### src/rtl/spi_mf_pkg.sv
package spi_mf_pkg;
    localparam logic [1:0] ADDR_CTRL = 2'd0;
    localparam logic [1:0] ADDR_STAT = 2'd1;
    localparam logic [1:0] ADDR_DATA = 2'd2;

    localparam int CB_MST   = 0;
    localparam int CB_SSOFF = 1;
    localparam int CB_SSOUT = 2;
    localparam int CB_IE    = 3;

    localparam int SB_FLAG  = 0;
    localparam int SB_BUSY  = 1;

    // synchroniser lane order
    localparam int LN_MOSI  = 0;
    localparam int LN_SCK   = 1;
    localparam int LN_SS    = 2;
    localparam int LANES    = 3;
endpackage

### src/rtl/spi_mf_sync.sv
module spi_mf_sync #(
    parameter int                 W       = 3,
    parameter int                 STAGES  = 2,
    parameter logic [W-1:0]       RST_VAL = '0
) (
    input  logic         clk,
    input  logic         rst_n,
    input  logic [W-1:0] d_i,
    output logic [W-1:0] q_o
);
    logic [STAGES-1:0][W-1:0] pipe_d, pipe_q;

    always_comb begin
        pipe_d[0] = d_i;
        for (int i = 1; i < STAGES; i++) begin
            pipe_d[i] = pipe_q[i-1];
        end
    end

    always_ff @(posedge clk or negedge rst_n) begin
        if (!rst_n) begin
            pipe_q <= {STAGES{RST_VAL}};
        end else begin
            pipe_q <= pipe_d;
        end
    end

    assign q_o = pipe_q[STAGES-1];
endmodule

### src/rtl/spi_mf_shift.sv
module spi_mf_shift #(
    parameter int DW       = 8,
    parameter int DIV_HALF = 4
) (
    input  logic          clk,
    input  logic          rst_n,
    input  logic          master_i,
    input  logic          start_i,
    input  logic          load_i,
    input  logic          abort_i,
    input  logic [DW-1:0] tx_i,
    input  logic          miso_i,
    input  logic          s_sck_i,
    input  logic          s_mosi_i,
    input  logic          s_sel_i,
    output logic          sck_o,
    output logic          out_bit_o,
    output logic          busy_o,
    output logic [DW-1:0] rx_o
);
    localparam int CW  = $clog2(DW);
    localparam int DVW = $clog2(DIV_HALF + 1);
    localparam logic [CW-1:0]  LAST_BIT = CW'(DW - 1);
    localparam logic [DVW-1:0] DIV_TOP  = DVW'(DIV_HALF - 1);

    typedef struct packed {
        logic [DW-1:0]  sh;
        logic [DW-1:0]  acc;
        logic [DW-1:0]  rxb;
        logic [CW-1:0]  cnt;
        logic [DVW-1:0] div;
        logic           sck;
        logic           busy;
        logic           sck_prev;
    } shift_t;

    shift_t st_d, st_q;

    always_comb begin
        st_d          = st_q;
        st_d.sck_prev = s_sck_i;
        if (master_i) begin
            if (abort_i) begin
                st_d.busy = 1'b0;
                st_d.sck  = 1'b0;
                st_d.cnt  = '0;
                st_d.div  = '0;
            end else if (st_q.busy) begin
                if (st_q.div == DIV_TOP) begin
                    st_d.div = '0;
                    if (!st_q.sck) begin
                        st_d.sck = 1'b1;
                        st_d.acc = {st_q.acc[DW-2:0], miso_i};
                    end else begin
                        st_d.sck = 1'b0;
                        if (st_q.cnt == LAST_BIT) begin
                            st_d.busy = 1'b0;
                            st_d.cnt  = '0;
                            st_d.rxb  = st_q.acc;
                        end else begin
                            st_d.cnt = st_q.cnt + 1'b1;
                            st_d.sh  = st_q.sh << 1;
                        end
                    end
                end else begin
                    st_d.div = st_q.div + 1'b1;
                end
            end else if (start_i) begin
                st_d.busy = 1'b1;
                st_d.sh   = tx_i;
                st_d.cnt  = '0;
                st_d.div  = '0;
                st_d.sck  = 1'b0;
            end
        end else begin
            st_d.busy = 1'b0;
            st_d.sck  = 1'b0;
            st_d.div  = '0;
            if (!s_sel_i) begin
                st_d.cnt = '0;
            end else if (s_sck_i && !st_q.sck_prev) begin
                st_d.acc = {st_q.acc[DW-2:0], s_mosi_i};
            end else if (!s_sck_i && st_q.sck_prev) begin
                st_d.sh = st_q.sh << 1;
                if (st_q.cnt == LAST_BIT) begin
                    st_d.cnt = '0;
                    st_d.rxb = st_q.acc;
                end else begin
                    st_d.cnt = st_q.cnt + 1'b1;
                end
            end
            if (load_i) begin
                st_d.sh = tx_i;
            end
        end
    end

    always_ff @(posedge clk or negedge rst_n) begin
        if (!rst_n) begin
            st_q <= '0;
        end else begin
            st_q <= st_d;
        end
    end

    assign sck_o     = st_q.sck;
    assign out_bit_o = st_q.sh[DW-1];
    assign busy_o    = st_q.busy;
    assign rx_o      = st_q.rxb;
endmodule

### src/rtl/spi_mf_mode.sv
module spi_mf_mode
    import spi_mf_pkg::*;
#(
    parameter int DW = 8
) (
    input  logic          clk,
    input  logic          rst_n,
    input  logic          wr_i,
    input  logic [1:0]    addr_i,
    input  logic [DW-1:0] wdata_i,
    input  logic          ss_s_i,
    input  logic          busy_i,
    output logic          mst_o,
    output logic          ssoff_o,
    output logic          ssout_o,
    output logic          ie_o,
    output logic          flag_o,
    output logic [DW-1:0] tx_o,
    output logic          start_o,
    output logic          load_o,
    output logic          fault_o
);
    typedef struct packed {
        logic          mst;
        logic          ssoff;
        logic          ssout;
        logic          ie;
        logic          flag;
        logic [DW-1:0] tx;
    } mode_t;

    mode_t md_d, md_q;
    logic  fault, wr_ctrl, wr_stat, wr_data;

    assign wr_ctrl = wr_i && (addr_i == ADDR_CTRL);
    assign wr_stat = wr_i && (addr_i == ADDR_STAT);
    assign wr_data = wr_i && (addr_i == ADDR_DATA);
    assign fault   = md_q.mst && !md_q.ssoff && !md_q.ssout && !ss_s_i;

    always_comb begin
        md_d = md_q;
        if (wr_ctrl) begin
            md_d.mst   = wdata_i[CB_MST];
            md_d.ssoff = wdata_i[CB_SSOFF];
            md_d.ssout = wdata_i[CB_SSOUT];
            md_d.ie    = wdata_i[CB_IE];
        end
        if (wr_stat && wdata_i[SB_FLAG]) begin
            md_d.flag = 1'b0;
        end
        if (wr_data) begin
            md_d.tx = wdata_i;
        end
        if (fault) begin
            md_d.mst  = 1'b0;
            md_d.flag = 1'b1;
        end
    end

    always_ff @(posedge clk or negedge rst_n) begin
        if (!rst_n) begin
            md_q <= '0;
        end else begin
            md_q <= md_d;
        end
    end

    assign mst_o   = md_q.mst;
    assign ssoff_o = md_q.ssoff;
    assign ssout_o = md_q.ssout;
    assign ie_o    = md_q.ie;
    assign flag_o  = md_q.flag;
    assign tx_o    = wdata_i;
    assign start_o = wr_data && md_q.mst && !fault && !busy_i;
    assign load_o  = wr_data && !md_q.mst;
    assign fault_o = fault;
endmodule

### src/rtl/spi_mf_ctrl.sv
module spi_mf_ctrl
    import spi_mf_pkg::*;
#(
    parameter int DW          = 8,
    parameter int DIV_HALF    = 4,
    parameter int SYNC_STAGES = 2
) (
    input  logic          clk,
    input  logic          rst_n,
    input  logic          reg_wr_i,
    input  logic [1:0]    reg_addr_i,
    input  logic [DW-1:0] reg_wdata_i,
    output logic [DW-1:0] reg_rdata_o,
    input  logic          gie_i,
    output logic          irq_o,
    input  logic          sck_i,
    output logic          sck_o,
    output logic          sck_oe_o,
    input  logic          mosi_i,
    output logic          mosi_o,
    output logic          mosi_oe_o,
    input  logic          miso_i,
    output logic          miso_o,
    output logic          miso_oe_o,
    input  logic          ss_i
);
    localparam logic [LANES-1:0] SYNC_RST = LANES'(1) << LN_SS;

    logic [LANES-1:0] pins_s;
    logic             ss_s, mst, ssoff, ssout, ie, flag;
    logic             start, load, fault, busy, out_bit;
    logic [DW-1:0]    tx, rx;

    spi_mf_sync #(.W(LANES), .STAGES(SYNC_STAGES), .RST_VAL(SYNC_RST)) sync_i (
        .clk   (clk),
        .rst_n (rst_n),
        .d_i   ({ss_i, sck_i, mosi_i}),
        .q_o   (pins_s)
    );

    assign ss_s = pins_s[LN_SS];

    spi_mf_mode #(.DW(DW)) mode_i (
        .clk     (clk),
        .rst_n   (rst_n),
        .wr_i    (reg_wr_i),
        .addr_i  (reg_addr_i),
        .wdata_i (reg_wdata_i),
        .ss_s_i  (ss_s),
        .busy_i  (busy),
        .mst_o   (mst),
        .ssoff_o (ssoff),
        .ssout_o (ssout),
        .ie_o    (ie),
        .flag_o  (flag),
        .tx_o    (tx),
        .start_o (start),
        .load_o  (load),
        .fault_o (fault)
    );

    spi_mf_shift #(.DW(DW), .DIV_HALF(DIV_HALF)) shift_i (
        .clk       (clk),
        .rst_n     (rst_n),
        .master_i  (mst),
        .start_i   (start),
        .load_i    (load),
        .abort_i   (fault),
        .tx_i      (tx),
        .miso_i    (miso_i),
        .s_sck_i   (pins_s[LN_SCK]),
        .s_mosi_i  (pins_s[LN_MOSI]),
        .s_sel_i   (!ss_s),
        .sck_o     (sck_o),
        .out_bit_o (out_bit),
        .busy_o    (busy),
        .rx_o      (rx)
    );

    always_comb begin
        reg_rdata_o = '0;
        case (reg_addr_i)
            ADDR_CTRL: begin
                reg_rdata_o[CB_MST]   = mst;
                reg_rdata_o[CB_SSOFF] = ssoff;
                reg_rdata_o[CB_SSOUT] = ssout;
                reg_rdata_o[CB_IE]    = ie;
            end
            ADDR_STAT: begin
                reg_rdata_o[SB_FLAG] = flag;
                reg_rdata_o[SB_BUSY] = busy;
            end
            ADDR_DATA: reg_rdata_o = rx;
            default:   reg_rdata_o = '0;
        endcase
    end

    assign irq_o     = flag && ie && gie_i;
    assign mosi_o    = out_bit;
    assign miso_o    = out_bit;
    assign sck_oe_o  = mst;
    assign mosi_oe_o = mst;
    assign miso_oe_o = !mst;
endmodule

### config.mk
export PLATFORM = sky130hd
export DESIGN_NAME = spi_mf_ctrl
export DESIGN_NICKNAME = d
export VERILOG_FILES = /design/src/rtl/spi_mf_pkg.sv /design/src/rtl/spi_mf_sync.sv /design/src/rtl/spi_mf_shift.sv /design/src/rtl/spi_mf_mode.sv /design/src/rtl/spi_mf_ctrl.sv
export SDC_FILE = /design/constraint.sdc
export NUM_CORES = 1
export LEC_CHECK = 0
export BUFFER_PORTS_ARGS = -buffer_cell sky130_fd_sc_hd__buf_2
export CAP_MARGIN = 20
export CORE_MARGIN = 2
export CORE_UTILIZATION = 43
export CTS_BUF_LIST = sky130_fd_sc_hd__clkbuf_8
export DETAILED_ROUTE_END_ITERATION = 12
export GPL_TIMING_DRIVEN = 0
export PLACE_DENSITY = 0.6
export SYNTH_ARGS = -nofsm -noshare
export SYNTH_HDL_FRONTEND = slang
export SYNTH_HIERARCHICAL = 1
export SYNTH_SLANG_ARGS = --single-unit
### constraint.sdc
create_clock -name clk -period 2.5 [get_ports clk]
set_clock_uncertainty 0.1 [all_clocks]
set_input_delay 0.375 -clock clk [delete_from_list [all_inputs] [get_ports clk]]
set_output_delay 0.375 -clock clk [all_outputs]
set_load 0.01 [all_outputs]
==> impl_metrics.json <==
{
  "ant_nets": 0,
  "crit_family": "simple AND/OR/NAND/NOR gates",
  "layout-drive-gt1-share": 0.493,
  "reg2reg_from": "mode_i/mst_o$_DFFE_PN0P_",
  "initial_utilization": 0.448,
  "cts_buffer_depth": 2,
  "num_io_pins": 33,
  "status": "completed",
  "synth-compound-area-share": 0.0744,
  "hold-worst-slack_ns": 0.0753,
  "arrival_ns": 2.37,
  "placed_cells": 275,
  "synth_edf_count": 0,
  "fill_cells": 468,
  "die_y_um": 77.0,
  "final_cell_area_um2": 2620,
  "drtIter0Drc": 52,
  "crit_chain": "nor4b_4 > nor4b_2 > nor2b_1 > a211oi_2 > and4bb_1 > mux2_2",
  "grt_start_max_net_pins": 45,
  "slew_headroom": 0.369,
  "cts_root_buf": "clkbuf_8",
  "rsz0062_at_grt": "false",
  "cts_tree": "done",
  "synth.top_cells.by_count": "42 x dfrtp_1, 31 x mux2_2, 19 x buf_4",
  "die_x_um": 77.0,
  "tns_ns": 0,
  "final_cells": 283,
  "gr-usage-met1": 0.165,
  "gp_congestion": 0.821,
  "synth.most_common_cell": "dfrtp_1",
  "dieArea_um2": 5920,
  "hp-start": "ss_i",
  "antenna_found_initial": 0,
  "min_period_over_period": 0.916,
  "placed_area_um2": 2520,
  "fin_ws_ns": 0.209,
  "crit_type": "reg -> reg",
  "postLayoutCoreUtil": 0.512,
  "p_leak_nw": 1.26,
  "numCtsBuffers": 5,
  "nets": 234,
  "synthAdderAreaFrac": 0.0219,
  "synth_xor_area_frac": 0,
  "worst_path_max_delay_cell": "dfrtp_1",
  "overflow": 0,
  "io_buffer_count": 28,
  "synth_area_leaders": "dfrtp_1 46%, mux2_2 15%, buf_4 6.2%",
  "route.detailed.drc": 0,
  "peakVddDrop_mv": 0.475,
  "maxSlewViolCount": 0,
  "grt_first_pass_wirelength_mm": 6.78,
  "vias": 1381,
  "ys_async_sr_fraction": 1.00,
  "critPathMaxFanout": 10,
  "grtUsageMet3": 0.0388,
  "clk_transition_reported_paths_ns": 0.08,
  "power.total_mw": 2.04,
  "pre_cts_slack_ns": 0.0703,
  "drv_cap": 0,
  "hp-class": "in -> reg",
  "grt_usage": 0.146,
  "reg2reg_slack_ns": 0.21,
  "synth_warnings": 6,
  "grtUsageMet2": 0.255,
  "diodes": 0,
  "period_minus_slack_ns": 2.29,
  "areaGrowthSynthToFinish_pct": 14.3,
  "ctsResizeCount": 0,
  "detail_route.wl_per_cell_um": 13.8,
  "critPathLaunch": "mode_i/mst_o$_DFFE_PN0P_",
  "tightestPinTransition_ns": 0.946,
  "power_density_nw_per_um2": 781,
  "hpwlAfterDp_mm": 3.00,
  "finalSetupViolations": 0,
  "synth_top_family_by_area": "multiplexers",
  "cts_hold_buf": 0,
  "syn_nets": 199,
  "yosysTopAreaCellShare": 0.459,
  "cp-start-kind": "flop",
  "avgSynthCellArea_um2": 12.9,
  "fmax_mhz": 437,
  "synth_top_area_cell": "dfrtp_1",
  "synth.distinct_cells": 46,
  "finalHoldViolCount": 0,
  "required_ns": 2.58,
  "ys_ff_latch": 44,
  "insertion_delay_ns": 0.29,
  "grt_pass1_vias": 1509,
  "cts_setup_buffers": 0,
  "synthFlopType": "dfrtp_1",
  "grt.busiest_layer": "met2",
  "viasPerCell": 4.88,
  "htreeDepth": 2,
  "synth-simple-area-share": 0.132,
  "rows": 26,
  "fp.coreArea_um2": 5110,
  "ys_seq_area_frac": 0.482,
  "synthMuxAreaShare": 0.202,
  "crit_path_end_kind": "flop",
  "syn-cell-area_um2": 2290,
  "cts.sinks": 44,
  "critPathBufInv": 0,
  "cpPeakStageDelay_ns": 0.53,
  "wl_mm": 3.91,
  "netlist_instances": 177,
  "first_pass_iters": 4
}
-- placed cells by master (no fill, tap or decap), drive strengths merged, types with 4 or more instances in the layout --
cell     n
clkbuf   7
dfrtp   42
mux2    33
ha       4
nor2    10
o21ai    4
inv     10
nor2b    4
and2     4
buf     48
mux2i    9
-- worst paths after layout --
path	end	cells past startpoint
min	sync_i/pipe_d[5]$_DFF_PN1_	1
min reg2reg	sync_i/q_o[0]$_DFF_PN0_	0
max in group asynchronous	shift_i/rx_o[1]$_DFFE_PN0P_	1
min in group asynchronous	shift_i/st_q[30]$_DFFE_PN0P_	1
max	shift_i/st_q[6]$_DFFE_PN0P_	6
max reg2reg	shift_i/st_q[6]$_DFFE_PN0P_	6
-- power breakdown --
| part | internal (mW) | switching [mW] | leakage [nW] | total (mW) |
|---|---|---|---|---|
| combinational | 0.336 | 0.255 | 0.646 | 0.590 |
| clock | 0.220 | 0.226 | 0.0486 | 0.446 |
| sequential | 0.883 | 0.124 | 0.560 | 1.01 |
| total | 1.44 | 0.605 | 1.26 | 2.04 |
-- sequential cells by signal, indices dropped and copies added, names as in the netlist --
| signal | flops |
|---|---|
| sync_i/pipe_d | 3 |
| mode_i/ssoff_o | 1 |
| sync_i/q_o | 3 |
| shift_i/st_q | 22 |
| mode_i/mst_o | 1 |
| mode_i/ssout_o | 1 |
| shift_i/out_bit_o | 1 |
| mode_i/flag_o | 1 |
| shift_i/rx_o | 8 |
| shift_i/busy_o | 1 |
| shift_i/sck_o | 1 |
| mode_i/ie_o | 1 |
-- layer usage --
layer / vias to the layer above / share of wire
met5: - / 0
met4: 0 / 0.019
met3: 5 / 0.035
met2: 21 / 0.52
met1: 682 / 0.43
li1: 673 / -
-- layout make-up --
type	instances	area, um2	share of cell area
inverters	9	33.8	0.0129
clock inverters	2	11.3	0.00430
flip-flops and latches	44	1100	0.422
multi-input cells	103	990	0.378
well taps	70	87.6	0.0335
repair buffers	28	140	0.0536
clock buffers	6	82.6	0.0316
plain buffers	21	168	0.0641
-- cell families after synthesis --
| family | count (synthesis) |
|---|---|
| AO/OA/AOI/OAI | 18 |
| adder cells (fa/ha/maj) | 4 |
| buffers and inverters | 30 |
| flip-flops | 44 |
| multiplexers | 42 |
| AND/OR/NAND/NOR | 39 |
(Power assumes the default switching activity.)
